==> config.mk <==
export PLATFORM = sky130hd
export DESIGN_NAME = dpot_serial_ctrl
export DESIGN_NICKNAME = d
export VERILOG_FILES = /design/src/rtl/dpot_pkg.sv /design/src/rtl/spi_frame_rx.sv /design/src/rtl/busy_timer.sv /design/src/rtl/wiper_bank.sv /design/src/rtl/dpot_serial_ctrl.sv
export SDC_FILE = /design/constraint.sdc
export NUM_CORES = 1
export LEC_CHECK = 0
export BUFFER_PORTS_ARGS = -buffer_cell sky130_fd_sc_hd__buf_2
export CAP_MARGIN = 20
export CORE_UTILIZATION = 40
export CTS_BUF_LIST = sky130_fd_sc_hd__clkbuf_8
export DETAILED_ROUTE_END_ITERATION = 10
export PLACE_DENSITY = 0.58
export SETUP_SLACK_MARGIN = 0.4
export SLEW_MARGIN = 20
export SYNTH_ARGS = -nofsm -noshare
export SYNTH_HDL_FRONTEND = slang
export SYNTH_HIERARCHICAL = 1
export SYNTH_SLANG_ARGS = --single-unit
==> constraint.sdc <==
create_clock -name clk -period 3.75 [get_ports clk]
set_clock_uncertainty 0.05 [all_clocks]
set_input_delay 0.75 -clock clk [delete_from_list [all_inputs] [get_ports clk]]
set_output_delay 0.75 -clock clk [all_outputs]
set_load 0.1 [all_outputs]
==> src/rtl/dpot_pkg.sv <==
`timescale 1ns/1ps
package dpot_pkg;

    localparam int CMD_W   = 4;
    localparam int ADDR_W  = 4;
    localparam int DATA_W  = 16;
    localparam int FRAME_W = CMD_W + ADDR_W + DATA_W;

    typedef enum logic [1:0] {
        ST_IDLE  = 2'd0,
        ST_WAIT  = 2'd1,
        ST_APPLY = 2'd2
    } ctrl_state_t;

    typedef enum logic [2:0] {
        OP_NONE        = 3'd0,
        OP_SET_WIPER   = 3'd1,
        OP_SAVE        = 3'd2,
        OP_RESTORE     = 3'd3,
        OP_RESTORE_ALL = 3'd4,
        OP_NV_LOAD     = 3'd5,
        OP_NV_MID      = 3'd6
    } op_t;

    typedef enum logic [1:0] {
        DLY_NONE  = 2'd0,
        DLY_LONG  = 2'd1,
        DLY_MID   = 2'd2,
        DLY_SHORT = 2'd3
    } dly_t;

    function automatic op_t decode_op(input logic [CMD_W-1:0] c);
        case (c)
            4'd1:    return OP_SET_WIPER;
            4'd2:    return OP_SAVE;
            4'd3:    return OP_RESTORE;
            4'd8:    return OP_RESTORE_ALL;
            4'd9:    return OP_NV_LOAD;
            4'd10:   return OP_NV_MID;
            default: return OP_NONE;
        endcase
    endfunction

    function automatic dly_t decode_dly(input logic [CMD_W-1:0] c);
        case (c)
            4'd2, 4'd3:  return DLY_LONG;
            4'd8:        return DLY_MID;
            4'd9, 4'd10: return DLY_SHORT;
            default:     return DLY_NONE;
        endcase
    endfunction

endpackage

==> src/rtl/spi_frame_rx.sv <==
`timescale 1ns/1ps
module spi_frame_rx #(
    parameter int FRAME_BITS  = 24,
    parameter int SYNC_STAGES = 2
) (
    input  logic                  clk,
    input  logic                  rst_n,
    input  logic                  cs_n,
    input  logic                  sclk,
    input  logic                  sdi,
    input  logic [FRAME_BITS-1:0] readback,
    output logic                  sdo_pull,
    output logic                  cs_fall,
    output logic                  frame_valid,
    output logic [FRAME_BITS-1:0] frame
);
    localparam int CNT_W = $clog2(FRAME_BITS + 2);
    localparam logic [CNT_W-1:0] CNT_MAX  = CNT_W'(FRAME_BITS + 1);
    localparam logic [CNT_W-1:0] CNT_FULL = CNT_W'(FRAME_BITS);

    logic [SYNC_STAGES-1:0] cs_sh, sck_sh, sdi_sh;
    logic                   cs_d, sck_d;
    logic                   cs_q, sck_q, sdi_q;
    logic                   cs_rise, sck_rise;
    logic [CNT_W-1:0]       bit_cnt;
    logic [FRAME_BITS-1:0]  in_sr, out_sr;

    assign cs_q  = cs_sh[SYNC_STAGES-1];
    assign sck_q = sck_sh[SYNC_STAGES-1];
    assign sdi_q = sdi_sh[SYNC_STAGES-1];

    // input synchronizers plus one edge-detect stage
    always_ff @(posedge clk or negedge rst_n) begin
        if (!rst_n) begin
            cs_sh  <= '1;
            sck_sh <= '0;
            sdi_sh <= '0;
            cs_d   <= 1'b1;
            sck_d  <= 1'b0;
        end else begin
            cs_sh  <= {cs_sh[SYNC_STAGES-2:0], cs_n};
            sck_sh <= {sck_sh[SYNC_STAGES-2:0], sclk};
            sdi_sh <= {sdi_sh[SYNC_STAGES-2:0], sdi};
            cs_d   <= cs_q;
            sck_d  <= sck_q;
        end
    end

    assign cs_fall  = cs_d & ~cs_q;
    assign cs_rise  = ~cs_d & cs_q;
    assign sck_rise = ~sck_d & sck_q & ~cs_q;

    always_ff @(posedge clk or negedge rst_n) begin
        if (!rst_n) begin
            bit_cnt <= '0;
            in_sr   <= '0;
            out_sr  <= '0;
        end else if (cs_fall) begin
            bit_cnt <= '0;
            out_sr  <= readback;
        end else if (sck_rise) begin
            in_sr   <= {in_sr[FRAME_BITS-2:0], sdi_q};
            out_sr  <= {out_sr[FRAME_BITS-2:0], 1'b0};
            if (bit_cnt != CNT_MAX) bit_cnt <= bit_cnt + 1'b1;
        end
    end

    assign frame_valid = cs_rise && (bit_cnt == CNT_FULL);
    assign frame       = in_sr;
    assign sdo_pull    = ~cs_q & ~out_sr[FRAME_BITS-1];

endmodule

==> src/rtl/busy_timer.sv <==
`timescale 1ns/1ps
module busy_timer #(
    parameter int CNT_W = 8
) (
    input  logic             clk,
    input  logic             rst_n,
    input  logic             load,
    input  logic [CNT_W-1:0] load_val,
    output logic             done
);
    logic [CNT_W-1:0] cnt;

    always_ff @(posedge clk or negedge rst_n) begin
        if (!rst_n)          cnt <= '0;
        else if (load)       cnt <= load_val;
        else if (cnt != '0)  cnt <= cnt - 1'b1;
    end

    assign done = (cnt == CNT_W'(1));

endmodule

==> src/rtl/wiper_bank.sv <==
`timescale 1ns/1ps
module wiper_bank
    import dpot_pkg::*;
#(
    parameter int CHANNELS = 2,
    parameter int CODE_W   = 10,
    parameter int CH_W     = 1
) (
    input  logic                       clk,
    input  logic                       rst_n,
    input  logic                       op_en,
    input  op_t                        op,
    input  logic                       hit,
    input  logic [CH_W-1:0]            ch,
    input  logic [CODE_W-1:0]          data,
    output logic [CHANNELS*CODE_W-1:0] wipers
);
    localparam logic [CODE_W-1:0] HALF = CODE_W'(1) << (CODE_W - 1);

    for (genvar i = 0; i < CHANNELS; i++) begin : g_ch
        logic [CODE_W-1:0] wip_q, nv_q;
        logic              sel;

        assign sel = hit && (ch == CH_W'(i));

        always_ff @(posedge clk or negedge rst_n) begin
            if (!rst_n) begin
                wip_q <= HALF;
                nv_q  <= HALF;
            end else if (op_en) begin
                case (op)
                    OP_SET_WIPER:   if (sel) wip_q <= data;
                    OP_SAVE:        if (sel) nv_q  <= wip_q;
                    OP_RESTORE:     if (sel) wip_q <= nv_q;
                    OP_RESTORE_ALL: wip_q <= nv_q;
                    OP_NV_LOAD:     if (sel) nv_q  <= data;
                    OP_NV_MID:      if (sel) nv_q  <= HALF;
                    default: ;
                endcase
            end
        end

        assign wipers[i*CODE_W +: CODE_W] = wip_q;
    end

endmodule

==> src/rtl/dpot_serial_ctrl.sv <==
`timescale 1ns/1ps
module dpot_serial_ctrl
    import dpot_pkg::*;
#(
    parameter int CHANNELS      = 2,
    parameter int CODE_W        = 10,
    parameter int SYNC_STAGES   = 2,
    parameter int LONG_CYCLES   = 2_000_000,
    parameter int MID_CYCLES    = 100_000,
    parameter int SHORT_CYCLES  = 10_000,
    parameter int PRESET_CYCLES = 100_000
) (
    input  logic                       clk,
    input  logic                       rst_n,
    input  logic                       cs_n,
    input  logic                       sclk,
    input  logic                       sdi,
    output logic                       sdo_pull,
    input  logic                       preset_n,
    output logic                       rdy,
    output logic [CHANNELS*CODE_W-1:0] wiper_codes
);
    localparam int CH_W  = (CHANNELS > 1) ? $clog2(CHANNELS) : 1;
    localparam int TMR_W = $clog2(LONG_CYCLES + MID_CYCLES + SHORT_CYCLES + PRESET_CYCLES + 1);

    ctrl_state_t st, st_nx;

    logic               cs_fall, frame_valid, frame_ok;
    logic [FRAME_W-1:0] frame, readback_q;
    logic               blocked_q;

    logic [SYNC_STAGES-1:0] pre_sh;
    logic                   pre_d, preset_fall;

    logic [CMD_W-1:0]  f_cmd;
    logic [ADDR_W-1:0] f_addr;
    logic [DATA_W-1:0] f_data;
    op_t               f_op;
    dly_t              f_dly;
    logic              f_hit;
    logic [CH_W-1:0]   f_ch;
    logic              unused_hi_bits;

    op_t               pend_op;
    logic              pend_hit;
    logic [CH_W-1:0]   pend_ch;
    logic [CODE_W-1:0] pend_data;

    logic              tmr_load, t_done;
    logic [TMR_W-1:0]  tmr_val;

    logic              bank_en, bank_hit;
    op_t               bank_op;
    logic [CH_W-1:0]   bank_ch;
    logic [CODE_W-1:0] bank_data;

    spi_frame_rx #(
        .FRAME_BITS (FRAME_W),
        .SYNC_STAGES(SYNC_STAGES)
    ) u_rx (
        .clk        (clk),
        .rst_n      (rst_n),
        .cs_n       (cs_n),
        .sclk       (sclk),
        .sdi        (sdi),
        .readback   (readback_q),
        .sdo_pull   (sdo_pull),
        .cs_fall    (cs_fall),
        .frame_valid(frame_valid),
        .frame      (frame)
    );

    busy_timer #(.CNT_W(TMR_W)) u_tmr (
        .clk     (clk),
        .rst_n   (rst_n),
        .load    (tmr_load),
        .load_val(tmr_val),
        .done    (t_done)
    );

    wiper_bank #(
        .CHANNELS(CHANNELS),
        .CODE_W  (CODE_W),
        .CH_W    (CH_W)
    ) u_bank (
        .clk   (clk),
        .rst_n (rst_n),
        .op_en (bank_en),
        .op    (bank_op),
        .hit   (bank_hit),
        .ch    (bank_ch),
        .data  (bank_data),
        .wipers(wiper_codes)
    );

    // preset synchronizer and falling-edge detect
    always_ff @(posedge clk or negedge rst_n) begin
        if (!rst_n) begin
            pre_sh <= '1;
            pre_d  <= 1'b1;
        end else begin
            pre_sh <= {pre_sh[SYNC_STAGES-2:0], preset_n};
            pre_d  <= pre_sh[SYNC_STAGES-1];
        end
    end
    assign preset_fall = pre_d & ~pre_sh[SYNC_STAGES-1];

    // frame field split
    assign f_cmd          = frame[FRAME_W-1 -: CMD_W];
    assign f_addr         = frame[DATA_W +: ADDR_W];
    assign f_data         = frame[DATA_W-1:0];
    assign f_op           = decode_op(f_cmd);
    assign f_dly          = decode_dly(f_cmd);
    assign f_hit          = (f_addr < ADDR_W'(CHANNELS));
    assign f_ch           = f_addr[CH_W-1:0];
    assign unused_hi_bits = ^f_data[DATA_W-1:CODE_W];

    assign frame_ok = frame_valid && !blocked_q && (st == ST_IDLE) && !preset_fall;

    // next-state logic
    always_comb begin
        st_nx = st;
        unique case (st)
            ST_IDLE: begin
                if (preset_fall)                          st_nx = ST_WAIT;
                else if (frame_ok && (f_dly != DLY_NONE)) st_nx = ST_WAIT;
            end
            ST_WAIT:  if (t_done) st_nx = ST_APPLY;
            ST_APPLY: st_nx = ST_IDLE;
            default:  st_nx = ST_IDLE;
        endcase
    end

    // state register
    always_ff @(posedge clk or negedge rst_n) begin
        if (!rst_n) st <= ST_IDLE;
        else        st <= st_nx;
    end

    // frame bookkeeping: rejection flag, readback, deferred operation
    always_ff @(posedge clk or negedge rst_n) begin
        if (!rst_n) begin
            blocked_q  <= 1'b0;
            readback_q <= '0;
            pend_op    <= OP_NONE;
            pend_hit   <= 1'b0;
            pend_ch    <= '0;
            pend_data  <= '0;
        end else begin
            if (cs_fall) blocked_q <= (st != ST_IDLE);
            if (frame_ok) readback_q <= frame;
            if (st == ST_IDLE) begin
                if (preset_fall) begin
                    pend_op  <= OP_RESTORE_ALL;
                    pend_hit <= 1'b0;
                end else if (frame_ok) begin
                    pend_op   <= f_op;
                    pend_hit  <= f_hit;
                    pend_ch   <= f_ch;
                    pend_data <= f_data[CODE_W-1:0];
                end
            end
        end
    end

    // outputs of the controller
    always_comb begin
        rdy       = (st == ST_IDLE);
        tmr_load  = 1'b0;
        tmr_val   = TMR_W'(PRESET_CYCLES);
        bank_en   = 1'b0;
        bank_op   = pend_op;
        bank_hit  = pend_hit;
        bank_ch   = pend_ch;
        bank_data = pend_data;
        unique case (st)
            ST_IDLE: begin
                if (preset_fall) begin
                    tmr_load = 1'b1;
                end else if (frame_ok) begin
                    unique case (f_dly)
                        DLY_LONG:  tmr_val = TMR_W'(LONG_CYCLES);
                        DLY_MID:   tmr_val = TMR_W'(MID_CYCLES);
                        DLY_SHORT: tmr_val = TMR_W'(SHORT_CYCLES);
                        default:   tmr_val = TMR_W'(PRESET_CYCLES);
                    endcase
                    tmr_load = (f_dly != DLY_NONE);
                    if (f_op == OP_SET_WIPER) begin
                        bank_en   = 1'b1;
                        bank_op   = f_op;
                        bank_hit  = f_hit;
                        bank_ch   = f_ch;
                        bank_data = f_data[CODE_W-1:0];
                    end
                end
            end
            ST_WAIT:  ;
            ST_APPLY: bank_en = 1'b1;
            default:  ;
        endcase
    end

endmodule

==> flow_summary.toml <==
[synth]
ys.flop_type = "dfrtp_1"
yosysTopAreaCell = "dfrtp_1"
postSynthAreaPerCell_um2 = 11.5
synth_cell_type_count = 67
syn_inst = 679
synthTopCellsByArea = "dfrtp_1 (51%), mux2_2 (9.4%), mux2i_1 (5.8%)"
async_reset_ff_frac = 1.00
yosys.area.top_type_share = 0.506
yosysSeqAreaShare = 0.540
ys_seq_elements = 168
yosysWarnings = 6
synth_edf_count = 0
netlist_area_um2 = 7810

[power_and_ir_drop]
switching_share = 0.275
pwr-share-seq = 0.529
p_comb_frac = 0.113
vdd_drop_max_uv = 207
p_sw_w = 0.00108
powerDensity_nw_per_um2 = 453
internal-power_w = 0.00285
p_clk_frac = 0.359
p_leak_nw = 3.96

[route]
drtIter0Drc = 293
vias = 5093
ant_nets = 0
routed_wirelength_mm = 14.8
vias_per_cell = 5.19
drc_errors = 0
wl_per_cell_um = 15.0
drt-pass1-iter-count = 4

[run]
cap_violations = 0

[timing]
fmax_ghz = 0.323
hold_viol = 0
tns_ns = 0
post-route-period-util = 0.825
tightest_slew_ns = 0.844
relSlewSlack = 0.437
rsz0062_at_grt = "no"
period_needed_ns = 3.10
finalSetupViolations = 0
slew_viol_final = 0

[clocking]
clockBufferDepth = 2
path_clk_slew_ns = 0.10
clk_latency_ns = 0.45
cts.sinks = 168
cts_tree = "done"
cts_root_buffer = "clkbuf_8"
cts_buffers = 17
hold_buffers = 0
htreeDepth = 4

[die]
dieWidth_um = 142
rows = 50
die_y_um = 142
ioPinCount = 28
core_um2 = 18900
die-area_um2 = 20100
initial_core_util = 0.414

[worst_setup_path]
crit_end = "u_tmr/cnt[11]$_DFFE_PN0P_"
endpoint_kind = "flop"
r2r_setup_slack_ns = 0.65
r2r_start = "u_rx/bit_cnt[1]$_DFFE_PN0P_"
worstPathArrival_ns = 3.37
crit_chain = "inv_1 > ha_1 > nand2_1 > nor4_1 > nor2b_1 > o21ai_0 > nor2_2 > inv_1 > o21ai_1 > o21ai_0"
worst_setup_path_start_kind = "flop"
slowest_stage = "nor2_2"
cp.required_ns = 4.02
crit_type = "flop to flop"
cp.depth = 10
critPathMaxStageDelay_ns = 0.46
r2r_end = "u_tmr/cnt[11]$_DFFE_PN0P_"
cp-startpoint = "u_rx/bit_cnt[1]$_DFFE_PN0P_"
worst-path-buf-inv = 2
critPathTopFamily = "simple AND/OR/NAND/NOR gates"
reg2regPathDepth = 10
worstPathMaxFanout = 12

[global_route]
grtUsageTotal = 0.158
grt_antenna_before_repair = 0
grt_pass1_vias = 5040
grt_max_degree = 69
grt_first_pass_wirelength_mm = 25.2
gr-total-overflow = 0

[finish]
final_nets = 720
n_antenna_cell = 0
syn2layout_area_growth_pct = 11.1
fin_util = 0.459
final_layout_size_suffix_gt1_frac = 0.251

[place]
gp_congestion = 0.820
portBuffers = 27
dp_hpwl_mm = 9.45

[run_status]
outcome = "finished clean"

[hold_path]
hold_class = "input pin to asynchronous set/reset pin"
## synth_stat cells, types with 2 or more instances
| cell | number |
|---|---|
| nor2b_1 | 5 |
| buf_12 | 2 |
| a22o_1 | 3 |
| a22oi_1 | 18 |
| nand2_1 | 84 |
| o31ai_1 | 6 |
| dfstp_2 | 10 |
| and4b_1 | 2 |
| buf_2 | 13 |
| mux2_2 | 65 |
| mux2i_1 | 45 |
| and2_1 | 2 |
| xnor2_1 | 9 |
| a21oi_1 | 22 |
| nor2_1 | 26 |
| nor3b_2 | 3 |
| conb_1 | 2 |
| or3_1 | 4 |
| o21ai_1 | 58 |
| buf_4 | 6 |
| a41oi_1 | 2 |
| nor3_1 | 8 |
| clkbuf_1 | 15 |
| dfrtp_1 | 158 |
| inv_1 | 14 |
| mux2_4 | 7 |
| a211oi_1 | 2 |
| nand4_1 | 3 |
| o311ai_0 | 2 |
| nand3b_1 | 4 |
| ha_1 | 5 |
| a31oi_1 | 3 |
| nor3_2 | 2 |
| nand2b_1 | 3 |
| and4_1 | 2 |
| o21ai_0 | 16 |
| buf_6 | 4 |
| nor4_1 | 3 |
| nand3_1 | 5 |
| nor4_2 | 2 |
| nand3_4 | 2 |
| o21a_1 | 5 |
| xor2_1 | 3 |
## sequential cells by signal (all words and copies together) (netlist names)
register and cells:
readback_q 24, u_rx/sdi_sh 2, pend_data 10, st 2, u_rx/cs_sh 2, pre_d 1
u_rx/cs_d 1, pend_op 3, u_rx/out_sr 24, u_rx/sck_d 1, pre_sh 2, pend_hit 1
pend_ch 1, u_tmr/cnt 22, u_bank/g_ch.wip_q 20, u_bank/g_ch.nv_q 20, blocked_q 1, u_rx/frame 24
u_rx/bit_cnt 5, u_rx/sck_sh 2
## power by group through the flow
| stage | clock [W] | sequential (W) | combinational, W |
|---|---|---|---|
| floorplan | 0 | 0.00208 | 0.000346 |
| global placement | 0 | 0.00210 | 0.000434 |
| detailed placement | 0 | 0.00211 | 0.000450 |
| CTS | 0.00146 | 0.00208 | 0.000449 |
| global route | 0.00153 | 0.00210 | 0.000499 |
| finish | 0.00141 | 0.00208 | 0.000442 |
## how the worst min path moves through the flow
| stage | start | slack, ns | endpoint | cells after the start |
|---|---|---|---|---|
| after floorplan | u_rx/sck_sh[0]$_DFF_PN0_ | 0.28 | u_rx/sck_sh[1]$_DFF_PN0_ | 0 |
| after global placement | u_rx/sck_sh[0]$_DFF_PN0_ | 0.29 | u_rx/sck_sh[1]$_DFF_PN0_ | 0 |
| after detailed placement | u_rx/sck_sh[0]$_DFF_PN0_ | 0.30 | u_rx/sck_sh[1]$_DFF_PN0_ | 0 |
| after CTS | rst_n | 0.23 | u_tmr/cnt[12]$_DFFE_PN0P_ | 1 |
| after global routing | rst_n | 0.24 | u_tmr/cnt[12]$_DFFE_PN0P_ | 1 |
| final | rst_n | 0.22 | u_tmr/cnt[12]$_DFFE_PN0P_ | 1 |
## cell families (layout without fill, tap and decap cells)
| logic type | after synthesis | after routing | share of synthesized area |
|---|---|---|---|
| AO/OA/AOI/OAI | 147 | 147 | 0.114 |
| flip-flops | 168 | 168 | 0.540 |
| multiplexers | 117 | 117 | 0.165 |
| XOR/XNOR | 12 | 12 | 0.0135 |
| AND/OR/NAND/NOR | 174 | 176 | 0.120 |
| adder cells (fa/ha/maj) | 5 | 5 | 0.00801 |
| buffers and inverters | 54 | 87 | 0.0389 |
| other | 2 | 10 | 0.000961 |
## layout by cell type, fill, tap and decap left out, drive strengths merged, types with 5 or more instances in the layout
cell type  synthesis  layout
a21oi             22      22
a22oi             18      18
buf               25      41
clkbuf            15      17
clkinv             0       5
conb               2      10
dfrtp            158     158
dfstp             10      10
ha                 5       5
inv               14      20
mux2              72      72
mux2i             45      45
nand2             84      84
nand2b             4       6
nand3              7       7
nor2              28      28
nor2b              6       6
nor3              10      10
nor4               6       6
o21a               5       5
o21ai             74      74
o31ai              6       6
xnor2              9       9
## layout make-up
type,count,area (µm²)
Multi-Input combinational cell,467,3390
Clock buffer,17,234
Clock inverter,15,199
Sequential cell,168,4220
Fill cell,1778,10200
Tap cell,260,325
Inverter,14,52.6
Timing Repair Buffer,41,263
## repair_timing
| item | CTS | global route |
|---|---|---|
| gates resized for setup | 1 | 9 |
| cloned | 0 | 2 |
| setup endpoints to repair | 13 | 46 |
| buffers inserted | 0 | 2 |
| hold endpoints to repair | 0 | 0 |
## stage by stage
step / instances / instance area [µm²] / worst slack (ns) / hold WS (ns) / total power [W]
2_1_floorplan: 687 / 7840 / 0.940 / 0.281 / 0.00242
3_3_place_gp: 946 / 8180 / 0.448 / 0.286 / 0.00254
3_5_place_dp: 946 / 8180 / 0.340 / 0.296 / 0.00256
4_1_cts: 978 / 8610 / 0.378 / 0.227 / 0.00398
5_1_grt: 982 / 8680 / 0.427 / 0.244 / 0.00413
6_report: 982 / 8680 / 0.655 / 0.218 / 0.00393
## metal layers
metal	vias up	global-route usage	wire, µm
met5	-	0	0
met4	0	0.0390	122
met3	7	0.0375	392
met2	68	0.255	7000
met1	2550	0.213	7240
li1	2468	-	-
Note: power is estimated with default switching activity, not from simulation.
